`config.mk`:
```
export PLATFORM = sky130hd
export DESIGN_NAME = pacc_top
export DESIGN_NICKNAME = d
export VERILOG_FILES = /design/src/rtl/pacc_pkg.sv /design/src/rtl/pacc_dly.sv /design/src/rtl/pacc_slice.sv /design/src/rtl/pacc_top.sv
export SDC_FILE = /design/constraint.sdc
export NUM_CORES = 1
export LEC_CHECK = 0
export BUFFER_PORTS_ARGS = -buffer_cell sky130_fd_sc_hd__buf_2
export CAP_MARGIN = 40
export CORE_UTILIZATION = 60
export DETAILED_ROUTE_END_ITERATION = 6
export GPL_ROUTABILITY_DRIVEN = 0
export GPL_TIMING_DRIVEN = 1
export PLACE_DENSITY = 0.8
export SYNTH_ARGS = -nofsm -noshare
export SYNTH_HDL_FRONTEND = slang
export SYNTH_SLANG_ARGS = --single-unit
```
`constraint.sdc`:
```
create_clock -name clk -period 2 [get_ports clk]
set_input_delay 0.4 -clock clk [delete_from_list [all_inputs] [get_ports clk]]
set_output_delay 0.4 -clock clk [all_outputs]
set_load 0.01 [all_outputs]
```
`src/rtl/pacc_pkg.sv`:
```
package pacc_pkg;

  // one-bit full adder: {carry, sum}
  function automatic logic [1:0] fa_bit(input logic a, input logic b, input logic c);
    logic s, co;
    s  = a ^ b ^ c;
    co = (a & b) | (b & c) | (c & a);
    return {co, s};
  endfunction

  // 4-bit carry-lookahead group: {carry_out, sum[3:0]}
  function automatic logic [4:0] cla_add4(input logic [3:0] a, input logic [3:0] b, input logic c0);
    logic [3:0] g, p;
    logic [4:0] c;
    g = a & b;
    p = a ^ b;
    c[0] = c0;
    c[1] = g[0] | (p[0] & c0);
    c[2] = g[1] | (p[1] & g[0]) | (p[1] & p[0] & c0);
    c[3] = g[2] | (p[2] & g[1]) | (p[2] & p[1] & g[0]) | (p[2] & p[1] & p[0] & c0);
    c[4] = g[3] | (p[3] & g[2]) | (p[3] & p[2] & g[1]) | (p[3] & p[2] & p[1] & g[0])
         | (p[3] & p[2] & p[1] & p[0] & c0);
    return {c[4], p ^ c[3:0]};
  endfunction

endpackage

```
`src/rtl/pacc_dly.sv`:
```
module pacc_dly #(
  parameter int unsigned W     = 1,
  parameter int unsigned DEPTH = 1
) (
  input  logic         clk,
  input  logic         rst_n,
  input  logic [W-1:0] d,
  output logic [W-1:0] q
);
  generate
    if (DEPTH == 0) begin : g_wire
      assign q = d;
    end else begin : g_regs
      logic [W-1:0] stage [DEPTH];
      always_ff @(posedge clk or negedge rst_n) begin
        if (!rst_n) begin
          for (int i = 0; i < DEPTH; i++) stage[i] <= '0;
        end else begin
          stage[0] <= d;
          for (int i = 1; i < DEPTH; i++) stage[i] <= stage[i-1];
        end
      end
      assign q = stage[DEPTH-1];
    end
  endgenerate
endmodule

```
`src/rtl/pacc_slice.sv`:
```
module pacc_slice
  import pacc_pkg::*;
#(
  parameter int unsigned N       = 1,
  parameter bit          USE_CLA = 1'b0
) (
  input  logic         clk,
  input  logic         rst_n,
  input  logic [N-1:0] addend,
  input  logic         cin,
  output logic [N-1:0] sum_q,
  output logic         cout_q
);
  logic [N-1:0] sum_d;
  logic         cout_d;

  generate
    if (USE_CLA && (N % 4 == 0)) begin : g_cla
      localparam int unsigned GROUPS = N / 4;
      logic [GROUPS:0] gcarry;
      assign gcarry[0] = cin;
      for (genvar g = 0; g < GROUPS; g++) begin : g_grp
        logic [4:0] res;
        assign res            = cla_add4(sum_q[g*4 +: 4], addend[g*4 +: 4], gcarry[g]);
        assign sum_d[g*4 +: 4] = res[3:0];
        assign gcarry[g+1]    = res[4];
      end
      assign cout_d = gcarry[GROUPS];
    end else begin : g_rca
      logic [N:0] rc;
      assign rc[0] = cin;
      for (genvar i = 0; i < N; i++) begin : g_bit
        logic [1:0] res;
        assign res      = fa_bit(sum_q[i], addend[i], rc[i]);
        assign sum_d[i] = res[0];
        assign rc[i+1]  = res[1];
      end
      assign cout_d = rc[N];
    end
  endgenerate

  always_ff @(posedge clk or negedge rst_n) begin
    if (!rst_n) begin
      sum_q  <= '0;
      cout_q <= 1'b0;
    end else begin
      sum_q  <= sum_d;
      cout_q <= cout_d;
    end
  end
endmodule

```
`src/rtl/pacc_top.sv`:
```
module pacc_top #(
  parameter int unsigned SLICE_W    = 1,
  parameter int unsigned NUM_SLICES = 8,
  parameter bit          USE_CLA    = 1'b0
) (
  input  logic                            clk,
  input  logic                            rst_n,
  input  logic [SLICE_W*NUM_SLICES-1:0]   fcw,
  output logic [SLICE_W*NUM_SLICES-1:0]   phase
);
  localparam int unsigned W = SLICE_W * NUM_SLICES;

  // named internal events, watched by the bound checker
  logic [W-1:0]          skew_fcw;
  logic [W-1:0]          slice_sum;
  logic [NUM_SLICES-1:0] slice_carry;
  logic [NUM_SLICES-1:0] slice_cin;

  assign slice_cin[0] = 1'b0;

  generate
    for (genvar k = 0; k < NUM_SLICES; k++) begin : g_slice
      if (k > 0) begin : g_chain
        assign slice_cin[k] = slice_carry[k-1];
      end

      pacc_dly #(.W(SLICE_W), .DEPTH(k)) u_skew (
        .clk(clk), .rst_n(rst_n),
        .d(fcw[k*SLICE_W +: SLICE_W]),
        .q(skew_fcw[k*SLICE_W +: SLICE_W])
      );

      pacc_slice #(.N(SLICE_W), .USE_CLA(USE_CLA)) u_add (
        .clk(clk), .rst_n(rst_n),
        .addend(skew_fcw[k*SLICE_W +: SLICE_W]),
        .cin(slice_cin[k]),
        .sum_q(slice_sum[k*SLICE_W +: SLICE_W]),
        .cout_q(slice_carry[k])
      );

      pacc_dly #(.W(SLICE_W), .DEPTH(NUM_SLICES-1-k)) u_deskew (
        .clk(clk), .rst_n(rst_n),
        .d(slice_sum[k*SLICE_W +: SLICE_W]),
        .q(phase[k*SLICE_W +: SLICE_W])
      );
    end
  endgenerate
endmodule

```
==> results.cfg, run 1 <==
[global_routing]
maximum_number_of_pins_on_one_net_before_global_route_repair = 72
global_route_wire_length_before_repair_um = 3350
globalRouteMet3Util_pct = 5.24
grt.met1_usage_pct = 16.6
met2_usage_pct = 22.0
grt_pass1_vias = 783
antenna_found_initial = 0
grt.busiest_layer = met2
all_layer_gr_usage_pct = 14.5
overflow = 0

[worst_setup_path]
critical_path.cell_chain = buf_2
crit-reg2reg-launch = g_slice[1].u_add.cout_q
cpLargestDelayFamily = flip-flops
register_to_register_setup_slack_ns = 0.98
timing.setup.critical_path_class = flop to output port
crit_path_end_kind = output port
path_max_fanout = 2
ff2ff_path_depth = 1
cpPeakStageDelay_ns = 0.39
r2r-end = g_slice[2].u_add.sum_q
critical_path_buf_inv_count = 1
start_kind = flop
worst-endpoint-required_ns = 1.60
cp_slowest_cell = dfrtp_1
cp.arrival_ns = 0.89

[clock_network]
cts.path.max_buffers = 2
clk_transition_reported_paths_ns = 0.09
cts_buffers = 9
postCtsResizedCells = 0
tritoncts = yes
holdBufCountCts = 0
cts_root_buffer_type = clkbuf_4
clk-insertion-delay-late_ns = 0.36
cts_num_sinks = 71
number_of_post_cts_setup_repair_buffers = 0
htreeDepth = 3

[layout]
nets = 125
drive_above_1_share_pct = 26.8
area_growth_syn_to_layout_pct = 11.0
fin_util_pct = 71.3
n_antenna_cell = 0
fillerInstances = 228

[route]
detail_route.wirelength_um = 1870
ant_nets = 0
post_detailed_route_via_to_cell_ratio = 4.63
route.vias.total = 723
detail_route.iter0.violations = 14
drc_errors = 0
post_drt_wl_per_cell_um = 12.0
first_pass_iters = 2

[synthesis]
mappedNetlistNets = 104
synth_cell_types = 5
synth-edff-count = 0
synth_top_flop_cell = dfrtp_1
seq_area_frac_synth_pct = 89.1
number_of_instances_in_the_synthesized_netlist = 87
synth_top_cell_by_area = dfrtp_1
async_reset_ff_share_pct = 100
syn_avg_cell_area_um2 = 22.9
synthTopCellsByCount = dfrtp_1, buf_4, fa_1
synthesis.yosys.warnings = 0
synth_seq_cells = 71
post-synth-top-count-cell = dfrtp_1
netlist.area_leader.share_pct = 89.1
synth.area.top_cells = dfrtp_1, fa_1, buf_4, xor3_1, ha_1
post_synth_instance_area_um2 = 1990

[hold_path]
hold_path.class = input pin to async pin

[power]
power.density_nw_per_um2 = 1430
vdd_drop_max_mv = 0.759
power.static_leakage_uw = 0.00104

[job]
max_cap_violations = 0

[die]
total_die_area_um2 = 3560
io_pins = 18
width_of_the_die_um = 59.6
rows = 20
initial_core_util_pct = 64.2
fp.dieH_um = 59.6
core-area_um2 = 3100

[sta]
max_clock_freq_ghz = 0.774
timing.max_slew.rel_slack_pct = 76.8
setup_viol = 0
final_max_slew_viol_count = 0
timing_hold_violations_final = 0
finalWorstPathRequiredPeriod_ns = 1.29
worst_hold_slack_ns = 0.0383
fin_setup_tns_ns = 0
finalWorstSetupSlack_ns = 0.708
clock_skew_ns = 0.00439
worst-slew-pin-transition_ns = 0.348
finalCritPeriodShare_pct = 64.6
setup_repair_after_global_routing_missed_its_margin = false

[run_status]
run_status = finished clean

[placed_design]
pre_cts_slack_ns = 0.984
io_buffers = 17
-- flip-flops by register name, summed over array words and instances, names as in the netlist --
name and count:
g_slice.u_add.sum_q 8, g_slice.u_skew.q 7, g_slice.u_deskew.g_regs.stage 21, g_slice.u_add.cout_q 7
g_slice.u_skew.g_regs.stage 21, g_slice.u_deskew.q 7
-- area by class of cell --
type / instances / area, µm² / share of cell area [%]
Clock buffer: 15 / 120 / 5.43
Multi-Input combinational cell: 8 / 156 / 7.07
Sequential cell: 71 / 1780 / 80.3
Tap cell: 44 / 55.1 / 2.49
Timing Repair Buffer: 18 / 105 / 4.75
-- cells in the final DEF, fill, tap and decap left out --
cell       n
dfrtp_1   71
buf_2     17
clkbuf_4   9
fa_1       6
clkbuf_1   3
clkbuf_8   3
xor3_1     1
ha_1       1
buf_12     1
-- worst max path at each step --
stage               slack [ns]  depth (start not counted)               startpoint                     end
global route              0.65                          1   g_slice[7].u_add.sum_q                phase[7]
global placement          1.04                          1  g_slice[2].u_add.cout_q  g_slice[3].u_add.sum_q
detailed placement        0.98                          1   g_slice[3].u_add.sum_q  g_slice[3].u_add.sum_q
floorplan                 1.05                          1  g_slice[0].u_add.cout_q  g_slice[1].u_add.sum_q
CTS                       0.67                          1   g_slice[7].u_add.sum_q                phase[7]
finish                    0.71                          1   g_slice[7].u_add.sum_q                phase[7]
-- where the power goes --
| part | total (µW) | switching [µW] | leakage (µW) | internal (µW) |
|---|---|---|---|---|
| Clock | 745 | 390 | 0.0000665 | 355 |
| Combinational | 332 | 165 | 0.000144 | 167 |
| Sequential | 2080 | 178 | 0.000830 | 1900 |
-- kinds of logic after synthesis --
group / after synthesis / synth area share, %
flip-flops: 71 / 89.1
buffers and inverters: 8 / 3.01
adder cells (fa/ha/maj): 7 / 6.65
XOR/XNOR: 1 / 1.19
-- per-stage QoR --
step                      std cells  cell area (µm²)  total power [µW]
after floorplan                  87             1990              2340
after global placement          141             2090              2370
after detailed placement        141             2090              2460
after CTS                       156             2210              3220
after global routing            156             2210              3380
final                           156             2210              3160
-- routing by layer --
metal	up-vias	wire [µm]
met5	-	0
met1	385	724
met4	0	54
met3	7	94
li1	305	-
met2	26	999
Power figures use the tool's default switching activity.
==> run 2: changes to the inputs <==
--- a/config.mk
+++ b/config.mk
@@ -7,11 +7,11 @@
 export LEC_CHECK = 0
 export BUFFER_PORTS_ARGS = -buffer_cell sky130_fd_sc_hd__buf_2
 export CAP_MARGIN = 40
-export CORE_UTILIZATION = 60
+export CORE_UTILIZATION = 56
 export DETAILED_ROUTE_END_ITERATION = 6
 export GPL_ROUTABILITY_DRIVEN = 0
 export GPL_TIMING_DRIVEN = 1
-export PLACE_DENSITY = 0.8
+export PLACE_DENSITY = 0.76
 export SYNTH_ARGS = -nofsm -noshare
 export SYNTH_HDL_FRONTEND = slang
 export SYNTH_SLANG_ARGS = --single-unit
==> constraint.sdc (replaced) <==
create_clock -name clk -period 1.3 [get_ports clk]
set_input_delay 0.26 -clock clk [delete_from_list [all_inputs] [get_ports clk]]
set_output_delay 0.26 -clock clk [all_outputs]
set_load 0.01 [all_outputs]
==> run 2 against run 1 <==
  * Routed wire length is 1.1% higher
  * Count of clock-buffer cells in the layout is 3 lower
  * Clock power is 79% higher
  * Sequential share of layout area is 3.6 points lower
  * Largest cell class unchanged
  * Highest routed layer unchanged
==> results.cfg, run 2 (synthesized netlist as in run 1, its figures left out) <==
[sta]
setup_viol = 0
timing.max_slew.rel_slack_pct = 77.4
worst-slew-pin-transition_ns = 0.339
max_clock_freq_ghz = 0.845
setup_repair_after_global_routing_missed_its_margin = false
final_max_slew_viol_count = 0
clock_skew_ns = 0.00710
timing_hold_violations_final = 0
finalWorstPathRequiredPeriod_ns = 1.18
fin_setup_tns_ns = 0
finalCritPeriodShare_pct = 91.1

[worst_setup_path]
cp.arrival_ns = 0.92
worst-endpoint-required_ns = 1.04
crit_path_end_kind = output port
crit-reg2reg-launch = g_slice[6].u_add.sum_q
worst_setup_path_startpoint = g_slice[7].u_add.sum_q
cpLargestDelayFamily = flip-flops
critical_path_buf_inv_count = 1
cp_slowest_cell = dfrtp_1
timing.setup.critical_path_class = flop to output port
critical_path.cell_chain = buf_2
path_max_fanout = 2
cpPeakStageDelay_ns = 0.40
start_kind = flop

[global_routing]
all_layer_gr_usage_pct = 13.6
grt_pass1_vias = 729
antenna_found_initial = 0
overflow = 0
global_route_wire_length_before_repair_um = 3130
maximum_number_of_pins_on_one_net_before_global_route_repair = 72

[clock_network]
cts_num_sinks = 71
number_of_post_cts_setup_repair_buffers = 0
clk_transition_reported_paths_ns = 0.10
cts_buffers = 9
postCtsResizedCells = 0
holdBufCountCts = 8
cts.path.max_buffers = 2
tritoncts = yes
htreeDepth = 3
cts_root_buffer_type = clkbuf_4
clk-insertion-delay-late_ns = 0.38

[power]
power.density_nw_per_um2 = 2170
vdd_drop_max_mv = 1.70
power.static_leakage_uw = 0.00108
pwr-share-seq_pct = 63.6
power.share.combinational_pct = 10.1
p_sw_uw = 1160
power.switching_fraction_pct = 23.1
clock_power_share_pct = 26.3
cell_internal_pwr_uw = 3870

[route]
wl_met1_um = 785
dr_wl_met3_um = 114
route.vias.total = 719
routed-wl-met2_um = 961
ant_nets = 0
detail_route.wirelength_um = 1890
first_pass_iters = 2
post_detailed_route_via_to_cell_ratio = 4.33
drc_errors = 0
detail_route.iter0.violations = 21
post_drt_wl_per_cell_um = 11.4
top_layer_used = met4

[layout]
layout.cells.most_common_list = dfrtp_1, buf_2, clkbuf_4
multi_input_area_um2 = 156
fillerInstances = 240
regArea_um2 = 1780
area_growth_syn_to_layout_pct = 16.3
nets = 133
drive_above_1_share_pct = 26.7
final_common_cell = dfrtp_1
n_antenna_cell = 0
largest_registers = g_slice.u_deskew.g_regs.stage: 21 flops, g_slice.u_skew.g_regs.stage: 21 flops, g_slice.u_add.sum_q: 8 flops
fin_util_pct = 68.9

[die]
rows = 21
io_pins = 18
core-area_um2 = 3360
initial_core_util_pct = 59.3
width_of_the_die_um = 61.7
fp.dieH_um = 61.7
total_die_area_um2 = 3800

[job]
max_cap_violations = 0

[hold_path]
hold_path.class = input pin to flop
min-delay-start = fcw[0]

[placed_design]
io_buffers = 17

[run_status]
run_status = finished clean
-- run 2: changes by cell type in the layout (fill, tap and decap cells not counted), sizes merged --
cell	previous run	this run
clkinvlp	0	1
dlygate4sd3	0	8
clkinv	0	1
bufinv	0	1
clkbuf	15	12
-- run 2: layer usage --
metal | up-vias | global-route usage [%]
li1 | 320 | -
met4 | 0 | 8.57
met3 | 4 | 10.1
met5 | - | 0
met1 | 370 | 14.5
met2 | 25 | 19.2
-- run 2: cell type report --
type,instances,area share [%]
Multi-Input combinational cell,8,6.75
Sequential cell,71,76.7
Tap cell,46,2.48
Clock buffer,12,4.27
Clock inverter,3,1.84
Timing Repair Buffer,26,7.99
-- run 2: worst paths after layout --
kind	end	slack (ns)	cells after the start
min in group asynchronous	g_slice[1].u_deskew.g_regs.stage[3]	0.45	3
setup / recovery	phase[7]	0.12	1
max in group asynchronous	g_slice[0].u_add.sum_q	0.59	3
hold reg to reg	g_slice[0].u_deskew.g_regs.stage[3]	0.35	0
hold / removal	g_slice[0].u_add.cout_q	0.12	2
setup reg to reg	g_slice[6].u_add.sum_q	0.29	1
-- run 2: per-stage QoR --
step / hold WS, ns / instance area (µm²) / worst slack, ns / std cells / total power [µW]
finish: 0.118 / 2320 / 0.116 / 166 / 5030
global route: 0.0789 / 2320 / 0.0254 / 166 / 5410
CTS: 0.0867 / 2320 / 0.0748 / 166 / 5150
detailed placement: 0.313 / 2100 / 0.302 / 143 / 3790
global placement: 0.300 / 2100 / 0.342 / 143 / 3650
floorplan: -0.0356 / 1990 / 0.350 / 87 / 3600
-- run 2: power groups by stage --
stage | combinational (µW) | clock (µW) | sequential (µW)
2_1_floorplan | 414 | 0 | 3180
3_3_place_gp | 441 | 0 | 3210
3_5_place_dp | 519 | 0 | 3270
4_1_cts | 532 | 1390 | 3220
5_1_grt | 611 | 1500 | 3300
6_report | 507 | 1330 | 3200
